### config.mk
export PLATFORM = sky130hd
export DESIGN_NAME = rhp_port_status
export DESIGN_NICKNAME = d
export VERILOG_FILES = /design/src/rtl/rhp_pkg.sv /design/src/rtl/rhp_ms_tick.sv /design/src/rtl/rhp_seq.sv /design/src/rtl/rhp_chg_flag.sv /design/src/rtl/rhp_port_status.sv
export SDC_FILE = /design/constraint.sdc
export NUM_CORES = 1
export LEC_CHECK = 0
export BUFFER_PORTS_ARGS = -buffer_cell sky130_fd_sc_hd__buf_2
export CORE_AREA = 2 2 74 76
export DETAILED_ROUTE_END_ITERATION = 16
export DIE_AREA = 0 0 76 78
export PLACE_DENSITY = 0.76
export SETUP_SLACK_MARGIN = 0.15
export SYNTH_ARGS = -nofsm -noshare
export SYNTH_HDL_FRONTEND = slang
export SYNTH_HIERARCHICAL = 1
export SYNTH_SLANG_ARGS = --single-unit
export TNS_END_PERCENT = 10
### constraint.sdc
create_clock -name clk -period 2.7 [get_ports clk]
set_input_delay 0.135 -clock clk [delete_from_list [all_inputs] [get_ports clk]]
set_output_delay 0.135 -clock clk [all_outputs]
set_load 0.005 [all_outputs]
### src/rtl/rhp_pkg.sv
package rhp_pkg;
  localparam int CCS_B  = 0;
  localparam int PES_B  = 1;
  localparam int PSS_B  = 2;
  localparam int POCI_B = 3;
  localparam int PRS_B  = 4;
  localparam int PPS_B  = 8;
  localparam int LSDA_B = 9;
  localparam int CHG_LSB = 16;
  localparam int NUM_CHG = 5;
  localparam int CH_CONN = 0;
  localparam int CH_EN   = 1;
  localparam int CH_SUSP = 2;
  localparam int CH_OC   = 3;
  localparam int CH_RST  = 4;

  typedef enum logic [2:0] {
    SQ_IDLE,
    SQ_RESET,
    SQ_RESUME,
    SQ_EOP,
    SQ_RESYNC
  } seq_state_e;
endpackage

### src/rtl/rhp_ms_tick.sv
module rhp_ms_tick #(
  parameter int CLKS_PER_MS = 48000
) (
  input  logic clk,
  input  logic rst_n,
  input  logic restart_i,
  output logic tick_o
);
  localparam int CW = (CLKS_PER_MS > 1) ? $clog2(CLKS_PER_MS) : 1;
  localparam logic [CW-1:0] LAST = CW'(CLKS_PER_MS - 1);

  logic [CW-1:0] cnt_q, cnt_d;
  logic          at_last;

  assign at_last = (cnt_q == LAST);
  assign tick_o  = at_last && !restart_i;

  always_comb begin
    if (restart_i || at_last) cnt_d = '0;
    else                      cnt_d = cnt_q + 1'b1;
  end

  always_ff @(posedge clk or negedge rst_n) begin
    if (!rst_n) cnt_q <= '0;
    else        cnt_q <= cnt_d;
  end
endmodule

### src/rtl/rhp_seq.sv
module rhp_seq
  import rhp_pkg::*;
#(
  parameter int RESET_MS  = 10,
  parameter int RESUME_MS = 20,
  parameter int EOP_MS    = 1,
  parameter int RESYNC_MS = 3
) (
  input  logic clk,
  input  logic rst_n,
  input  logic tick_i,
  input  logic start_reset_i,
  input  logic start_resume_i,
  input  logic abort_i,
  output logic in_reset_o,
  output logic in_resume_o,
  output logic reset_done_o,
  output logic resume_done_o
);
  localparam int MAXA = (RESET_MS > RESUME_MS) ? RESET_MS : RESUME_MS;
  localparam int MAXB = (EOP_MS > RESYNC_MS) ? EOP_MS : RESYNC_MS;
  localparam int MAXL = (MAXA > MAXB) ? MAXA : MAXB;
  localparam int MSW  = $clog2(MAXL + 1);

  seq_state_e     state_q, state_d;
  logic [MSW-1:0] ms_q, ms_d, phase_len;
  logic           last, hold;

  always_comb begin
    case (state_q)
      SQ_RESET:  phase_len = MSW'(RESET_MS);
      SQ_RESUME: phase_len = MSW'(RESUME_MS);
      SQ_EOP:    phase_len = MSW'(EOP_MS);
      SQ_RESYNC: phase_len = MSW'(RESYNC_MS);
      default:   phase_len = MSW'(1);
    endcase
  end

  assign last = (ms_q == phase_len - 1'b1);
  assign hold = abort_i || start_reset_i;

  always_comb begin
    state_d = state_q;
    ms_d    = ms_q;
    if (abort_i) begin
      state_d = SQ_IDLE;
      ms_d    = '0;
    end else if (start_reset_i) begin
      state_d = SQ_RESET;
      ms_d    = '0;
    end else if (start_resume_i) begin
      state_d = SQ_RESUME;
      ms_d    = '0;
    end else if (tick_i && state_q != SQ_IDLE) begin
      if (last) begin
        ms_d = '0;
        case (state_q)
          SQ_RESUME: state_d = SQ_EOP;
          SQ_EOP:    state_d = SQ_RESYNC;
          default:   state_d = SQ_IDLE;
        endcase
      end else begin
        ms_d = ms_q + 1'b1;
      end
    end
  end

  always_ff @(posedge clk or negedge rst_n) begin
    if (!rst_n) begin
      state_q <= SQ_IDLE;
      ms_q    <= '0;
    end else begin
      state_q <= state_d;
      ms_q    <= ms_d;
    end
  end

  assign in_reset_o    = (state_q == SQ_RESET);
  assign in_resume_o   = (state_q == SQ_RESUME) || (state_q == SQ_EOP) || (state_q == SQ_RESYNC);
  assign reset_done_o  = !hold && tick_i && last && (state_q == SQ_RESET);
  assign resume_done_o = !hold && tick_i && last && (state_q == SQ_RESYNC);

  // the end-of-packet phase is only reached from the resume pulse
  assert_eop_after_pulse_R8: assert property (@(posedge clk) disable iff (!rst_n)
    (state_q == SQ_EOP) |-> ($past(state_q) == SQ_RESUME || $past(state_q) == SQ_EOP));
  assert_resync_after_eop_R8: assert property (@(posedge clk) disable iff (!rst_n)
    (state_q == SQ_RESYNC) |-> ($past(state_q) == SQ_EOP || $past(state_q) == SQ_RESYNC));
endmodule

### src/rtl/rhp_chg_flag.sv
module rhp_chg_flag (
  input  logic clk,
  input  logic rst_n,
  input  logic set_i,
  input  logic wclr_i,
  input  logic hclr_i,
  output logic flag_o
);
  logic flag_d;

  always_comb begin
    if (set_i)                flag_d = 1'b1;
    else if (wclr_i || hclr_i) flag_d = 1'b0;
    else                      flag_d = flag_o;
  end

  always_ff @(posedge clk or negedge rst_n) begin
    if (!rst_n) flag_o <= 1'b0;
    else        flag_o <= flag_d;
  end

  assert_set_wins_R12: assert property (@(posedge clk) disable iff (!rst_n)
    set_i |=> flag_o);
  assert_w1c_R3: assert property (@(posedge clk) disable iff (!rst_n)
    (wclr_i && !set_i) |=> !flag_o);
  assert_hold_R3: assert property (@(posedge clk) disable iff (!rst_n)
    (!set_i && !wclr_i && !hclr_i) |=> $stable(flag_o));
endmodule

### src/rtl/rhp_port_status.sv
module rhp_port_status
  import rhp_pkg::*;
#(
  parameter int CLKS_PER_MS = 48000,
  parameter int RESET_MS    = 10,
  parameter int RESUME_MS   = 20,
  parameter int EOP_MS      = 1,
  parameter int RESYNC_MS   = 3,
  parameter bit OC_PER_PORT = 1'b1
) (
  input  logic        clk,
  input  logic        rst_n,
  input  logic        wr_en_i,
  input  logic [31:0] wr_data_i,
  input  logic        dev_connect_i,
  input  logic        dev_low_speed_i,
  input  logic        port_power_i,
  input  logic        over_current_i,
  input  logic        en_loss_i,
  input  logic        resume_req_i,
  output logic [31:0] status_o,
  output logic [4:0]  chg_o
);
  logic ccs_q, pps_q, lsda_q, poci_q, pes_q, pss_q;
  logic ccs_d, pps_d, lsda_d, poci_d, pes_d, pss_d;
  logic conn_ok, tick, in_reset, in_resume, reset_done, resume_done;
  logic start_reset, start_resume, suspend_req, abort, hw_drop, busy;
  logic wr_clr_en, wr_set_en, wr_susp, wr_resume, wr_reset;
  logic [NUM_CHG-1:0] chg_set, chg_wclr, chg_hclr, chg_q;
  logic unused_wr;

  assign wr_clr_en = wr_en_i & wr_data_i[CCS_B];
  assign wr_set_en = wr_en_i & wr_data_i[PES_B];
  assign wr_susp   = wr_en_i & wr_data_i[PSS_B];
  assign wr_resume = wr_en_i & wr_data_i[POCI_B];
  assign wr_reset  = wr_en_i & wr_data_i[PRS_B];
  assign chg_wclr  = {NUM_CHG{wr_en_i}} & wr_data_i[CHG_LSB +: NUM_CHG];
  assign unused_wr = ^{wr_data_i[31:CHG_LSB+NUM_CHG], wr_data_i[CHG_LSB-1:PRS_B+1]};

  assign conn_ok      = ccs_q & pps_q;
  assign busy         = in_reset | in_resume;
  assign start_reset  = wr_reset & conn_ok;
  assign start_resume = conn_ok & pss_q & !busy & !wr_reset & (wr_resume | resume_req_i);
  assign suspend_req  = conn_ok & pes_q & !busy & !wr_reset & wr_susp;
  assign abort        = !conn_ok | (in_resume & !pes_q);
  assign hw_drop      = pes_q & (en_loss_i | (ccs_q & !dev_connect_i) | (pps_q & !port_power_i));

  rhp_ms_tick #(.CLKS_PER_MS(CLKS_PER_MS)) u_tick (
    .clk       (clk),
    .rst_n     (rst_n),
    .restart_i (start_reset | start_resume),
    .tick_o    (tick)
  );

  rhp_seq #(
    .RESET_MS (RESET_MS),
    .RESUME_MS(RESUME_MS),
    .EOP_MS   (EOP_MS),
    .RESYNC_MS(RESYNC_MS)
  ) u_seq (
    .clk            (clk),
    .rst_n          (rst_n),
    .tick_i         (tick),
    .start_reset_i  (start_reset),
    .start_resume_i (start_resume),
    .abort_i        (abort),
    .in_reset_o     (in_reset),
    .in_resume_o    (in_resume),
    .reset_done_o   (reset_done),
    .resume_done_o  (resume_done)
  );

  always_comb begin
    ccs_d  = dev_connect_i;
    pps_d  = port_power_i;
    lsda_d = dev_connect_i & dev_low_speed_i;
    poci_d = over_current_i;

    pes_d = pes_q;
    if (reset_done)           pes_d = 1'b1;
    if (wr_set_en && ccs_q)   pes_d = 1'b1;
    if (wr_clr_en)            pes_d = 1'b0;
    if (hw_drop)              pes_d = 1'b0;

    pss_d = pss_q;
    if (suspend_req)                 pss_d = 1'b1;
    if (resume_done || reset_done)   pss_d = 1'b0;
    if (!pes_d)                      pss_d = 1'b0;
  end

  always_ff @(posedge clk or negedge rst_n) begin
    if (!rst_n) begin
      ccs_q  <= 1'b0;
      pps_q  <= 1'b0;
      lsda_q <= 1'b0;
      poci_q <= 1'b0;
      pes_q  <= 1'b0;
      pss_q  <= 1'b0;
    end else begin
      ccs_q  <= ccs_d;
      pps_q  <= pps_d;
      lsda_q <= lsda_d;
      poci_q <= poci_d;
      pes_q  <= pes_d;
      pss_q  <= pss_d;
    end
  end

  always_comb begin
    chg_set          = '0;
    chg_hclr         = '0;
    chg_set[CH_CONN] = (ccs_q != dev_connect_i);
    chg_set[CH_EN]   = hw_drop;
    chg_set[CH_SUSP] = resume_done;
    chg_set[CH_OC]   = OC_PER_PORT && (poci_q != over_current_i);
    chg_set[CH_RST]  = reset_done;
    chg_hclr[CH_SUSP] = reset_done;
  end

  for (genvar g = 0; g < NUM_CHG; g++) begin : g_chg
    rhp_chg_flag u_flag (
      .clk    (clk),
      .rst_n  (rst_n),
      .set_i  (chg_set[g]),
      .wclr_i (chg_wclr[g]),
      .hclr_i (chg_hclr[g]),
      .flag_o (chg_q[g])
    );
  end

  always_comb begin
    status_o                       = '0;
    status_o[CCS_B]                = ccs_q;
    status_o[PES_B]                = pes_q;
    status_o[PSS_B]                = pss_q;
    status_o[POCI_B]               = poci_q;
    status_o[PRS_B]                = in_reset;
    status_o[PPS_B]                = pps_q;
    status_o[LSDA_B]               = lsda_q;
    status_o[CHG_LSB +: NUM_CHG]   = chg_q;
  end
  assign chg_o = chg_q;

  assert_ccs_track_R4: assert property (@(posedge clk) disable iff (!rst_n)
    1'b1 |=> (ccs_q == $past(dev_connect_i)));
  assert_reset_done_R5: assert property (@(posedge clk) disable iff (!rst_n)
    $rose(chg_q[CH_RST]) |-> (!in_reset && !pss_q));
  assert_start_gate_R6: assert property (@(posedge clk) disable iff (!rst_n)
    $rose(in_reset) |-> $past(conn_ok));
  assert_pssc_cleared_R9: assert property (@(posedge clk) disable iff (!rst_n)
    $rose(chg_q[CH_RST]) |-> !chg_q[CH_SUSP]);
  assert_pesc_hw_only_R10: assert property (@(posedge clk) disable iff (!rst_n)
    $rose(chg_q[CH_EN]) |-> ($past(pes_q) && !pes_q));
  assert_ocic_change_R11: assert property (@(posedge clk) disable iff (!rst_n)
    $rose(chg_q[CH_OC]) |-> (poci_q != $past(poci_q)));
endmodule

==> results.sh <==
export IMPL_internal_power_w=0.000994
export IMPL_async_reset_ff_share_pct=100
export IMPL_slew_headroom_pct=47.5
export IMPL_design_core_area_um2=5040
export IMPL_endpoint_kind="flop"
export IMPL_status="finished, final reports clean"
export IMPL_grt_first_pass_wirelength_um=7760
export IMPL_ios=78
export IMPL_n_fill_cell=418
export IMPL_cts_sink_count=35
export IMPL_synth_lib_cells_used_distinct=51
export IMPL_final_min_period_over_clock_period_pct=95.1
export IMPL_clockPowerShare_pct=35.5
export IMPL_reg2reg_slack_ps=130
export IMPL_max_slew_worst_pin_slew_ps=788
export IMPL_clock_tree_buffer_depth=2
export IMPL_seq_area_frac_synth_pct=38.1
export IMPL_num_rows=26
export IMPL_comb_pwr_share_pct=16.2
export IMPL_seqCellArea_um2=877
export IMPL_synth_edf_count=0
export IMPL_design_die_area_um2=5930
export IMPL_final_max_slew_violation_count=0
export IMPL_worst_setup_hold_path_clk_slew_ps=80
export IMPL_routed_via_density=4.80
export IMPL_max_cap_viol_count=0
export IMPL_finalHoldViolations=0
export IMPL_setup_viol_count_final=0
export IMPL_cell_by_cell_listing_of_the_critical_path="nor2_2 -> and2_4 -> or2_4 -> and4bb_4 -> nor2b_4 -> a31o_1 -> nor2b_2 -> buf_4 -> o31a_1 -> inv_2 -> o31ai_4 -> mux2_4"
export IMPL_post_synthesis_average_cell_area_um2=9.31
export IMPL_worstSetupPathType="flop to flop"
export IMPL_avgRoutedWirePerCell_um=12.8
export IMPL_groute_usage_overall_pct=16.2
export IMPL_port_buffers=35
export IMPL_timing_setup_tns_ps=0
export IMPL_layout_drive_gt1_share_pct=36.6
export IMPL_cts_htree_levels=2
export IMPL_drt_antenna_violating_nets=0
export IMPL_clock_root_buffer="sky130_fd_sc_hd__clkbuf_8"
export IMPL_grt_pass1_vias=1684
export IMPL_largest_net_degree_at_the_start_of_global_routing=36
export IMPL_crit_path_top_delay_cell="sky130_fd_sc_hd__dfrtp_1"
export IMPL_max_incr_delay_on_cp_ps=430
export IMPL_cts_buffer_count=5
export IMPL_final_weighted_congestion_in_routability_driven_placement=0.831
export IMPL_final_routed_drc_violation_total=0
export IMPL_gr_total_overflow=0
export IMPL_die_width_um=76
export IMPL_synth_seq_cells=35
export IMPL_postSynthCellCount=247
export IMPL_final_min_clock_period_ps=2570
export IMPL_clock_skew_final_ps=8.22
export IMPL_pwr_density_cell_nw_per_um2=480
export IMPL_synthToLayoutAreaGrowth_pct=25.1
export IMPL_number_of_nets_in_the_layout=350
export IMPL_worst_path_buf_inv=2
export IMPL_cellLeakagePower_nw=1.36
export IMPL_swShare_pct=28.0
export IMPL_sequentialPowerShare_pct=48.3
export IMPL_vias=1804
export IMPL_detailed_router_iteration_count_before_antenna_repair=4
export IMPL_first_iter_violations=99
export IMPL_worstSetupStartpointType="flop"
export IMPL_tritoncts="done"
export IMPL_synthesis_area_um2=2300
export IMPL_placed_cells_incl_taps=353
export IMPL_hpwl_after_dpl_um=3090
export IMPL_ir_drop_mv=0.442
export IMPL_number_of_antenna_violations_at_the_first_check_in_global_routing=0
export IMPL_yosysWarningCount=6
export IMPL_max_clock_freq_ghz=0.390
export IMPL_finish_cell_count_without_fillers=376
export IMPL_worstPathArrival_ps=2740
export IMPL_p_switching_w=0.000387
export IMPL_clk_latency_worst_skew_pair_ps=280
export IMPL_top_ff_cell_synth="sky130_fd_sc_hd__dfrtp_1"
export IMPL_start_util_pct=45.6
export IMPL_die_height_um=78
export IMPL_worstPathMaxFanout=3
export IMPL_multi_input_area_um2=1310
export IMPL_antenna_cells=0
export IMPL_crit_required_ps=2870
export IMPL_grt_setup_unrepaired="yes"
export IMPL_worst_hold_slack_across_all_endpoints_ps=81.2
export IMPL_wirelength_um=4820
export IMPL_min_path_type="input port to flop"
export IMPL_timing_critical_path_max_delay_family="simple AND/OR/NAND/NOR gates"
==> layout make-up <==
type,count,area share [%]
Multi-Input combinational cell,187,45.5
Sequential cell,35,30.5
Timing Repair Buffer,67,15.7
Tap cell,70,3.04
Clock buffer,6,2.87
Clock inverter,2,1.22
Inverter,9,1.17
==> cell usage after synthesis (4+ instances only) <==
master,count,share of area (%)
sky130_fd_sc_hd__buf_4,35,11
sky130_fd_sc_hd__dfrtp_1,35,38
sky130_fd_sc_hd__nor2_1,24,3.9
sky130_fd_sc_hd__nand2_1,12,2.0
sky130_fd_sc_hd__nand3_1,12,2.6
sky130_fd_sc_hd__xnor2_1,12,4.6
sky130_fd_sc_hd__nor2_2,10,2.7
sky130_fd_sc_hd__inv_1,9,1.5
sky130_fd_sc_hd__and2_1,8,2.2
sky130_fd_sc_hd__o21ai_0,7,1.5
sky130_fd_sc_hd__xor2_1,7,2.7
sky130_fd_sc_hd__a21o_1,6,2.0
sky130_fd_sc_hd__a21oi_1,6,1.3
sky130_fd_sc_hd__and3_1,6,1.6
sky130_fd_sc_hd__ha_1,4,2.2
sky130_fd_sc_hd__nor2b_1,4,1.1
sky130_fd_sc_hd__nor3_1,4,0.87
==> logic make-up after synthesis <==
logic type	Yosys count	share of synthesized area [%]
xor gates and xnor gates	19	7.24
DFF	35	38.1
adders and majority gates	4	2.18
and+or+nand+nor	105	27.0
other	1	0.163
AOI/OAI and AO/OA	33	10.0
buffers and inverters	48	14.4
muxes	2	0.925
==> worst register-to-register path, delay by kind of cell (launching register included) <==
family	cells	cell delay [ps]
AOI/OAI and AO/OA	3	630
buffers and inverters	2	190
DFF	1	430
and+or+nand+nor	6	900
muxes	1	320
==> layout by cell type, fill, tap and decap left out, types with 4 or more instances in the layout <==
cell type	synthesis	final
sky130_fd_sc_hd__nand2_1	12	12
sky130_fd_sc_hd__nor3_1	4	4
sky130_fd_sc_hd__xnor2_1	12	10
sky130_fd_sc_hd__dlygate4sd3_1	0	4
sky130_fd_sc_hd__a21oi_1	6	4
sky130_fd_sc_hd__dfrtp_1	35	34
sky130_fd_sc_hd__nor2_2	10	12
sky130_fd_sc_hd__buf_2	2	35
sky130_fd_sc_hd__nor2_1	24	22
sky130_fd_sc_hd__buf_4	35	23
sky130_fd_sc_hd__a21o_1	6	6
sky130_fd_sc_hd__xor2_1	7	6
sky130_fd_sc_hd__o21ai_0	7	7
sky130_fd_sc_hd__inv_1	9	8
sky130_fd_sc_hd__nand3_1	12	11
sky130_fd_sc_hd__clkbuf_8	0	6
sky130_fd_sc_hd__buf_6	0	4
sky130_fd_sc_hd__conb_1	1	24
sky130_fd_sc_hd__and2_1	8	7
sky130_fd_sc_hd__and3_1	6	4
==> registers in the layout (all words and copies together), names as in the netlist, 3 cells and up <==
| name | flops |
|---|---|
| u_seq/ms_q | 5 |
| u_seq/state_q | 3 |
| u_tick/cnt_q | 16 |
| g_chg.u_flag/flag_o | 5 |
==> through the flow <==
| step | total power, W | instance area (µm²) | utilization, % | setup WS (ps) |
|---|---|---|---|---|
| 2_1_floorplan | 0.000840 | 2400 | - | 150 |
| 3_3_place_gp | 0.000874 | 2500 | 49.5 | 115 |
| 3_5_place_dp | 0.000880 | 2500 | 49.5 | 106 |
| 4_1_cts | 0.00138 | 2790 | 55.3 | 136 |
| 5_1_grt | 0.00145 | 2880 | 57.1 | 5.61 |
| 6_report | 0.00138 | 2880 | 57.1 | 133 |
==> layer usage <==
layer  share of wire (%)  track usage, %  wire length, µm
met5                   0               0                0
met3                 4.5            3.72              217
met4                0.83            4.55               40
met2                  51            27.8             2470
met1                  43            20.5             2090
==> power groups by stage <==
stage	clock network, W	registers, W	logic, W
6_report	0.000490	0.000667	0.000224
5_1_grt	0.000520	0.000676	0.000253
4_1_cts	0.000501	0.000666	0.000216
3_5_place_dp	0	0.000676	0.000205
3_3_place_gp	0	0.000673	0.000201
2_1_floorplan	0	0.000662	0.000178
==> worst paths after layout <==
kind	start	end	cells after the start
max in group asynchronous	rst_n	u_seq/state_q[2]$_DFFE_PN0P_	2
worst max register to register	u_seq/state_q[0]$_DFFE_PN0P_	u_seq/state_q[0]$_DFFE_PN0P_	12
worst min register to register	u_tick/cnt_q[0]$_DFF_PN0_	u_tick/cnt_q[0]$_DFF_PN0_	1
worst min-delay path	dev_low_speed_i	lsda_q$_DFF_PN0_	2
worst max-delay path	u_seq/state_q[0]$_DFFE_PN0P_	u_seq/state_q[0]$_DFFE_PN0P_	12
min in group asynchronous	rst_n	g_chg[2].u_flag/flag_o$_DFFE_PN0P_	2
==> timing repair <==
action	4_1_cts	5_1_grt
hold buffers	4	0
setup buffers	9	2
resized for setup	16	14
pin swaps	11	9
endpoints found under the setup margin	1	10
hold endpoints to repair	38	0
Note: power is estimated with default switching activity, not from simulation.
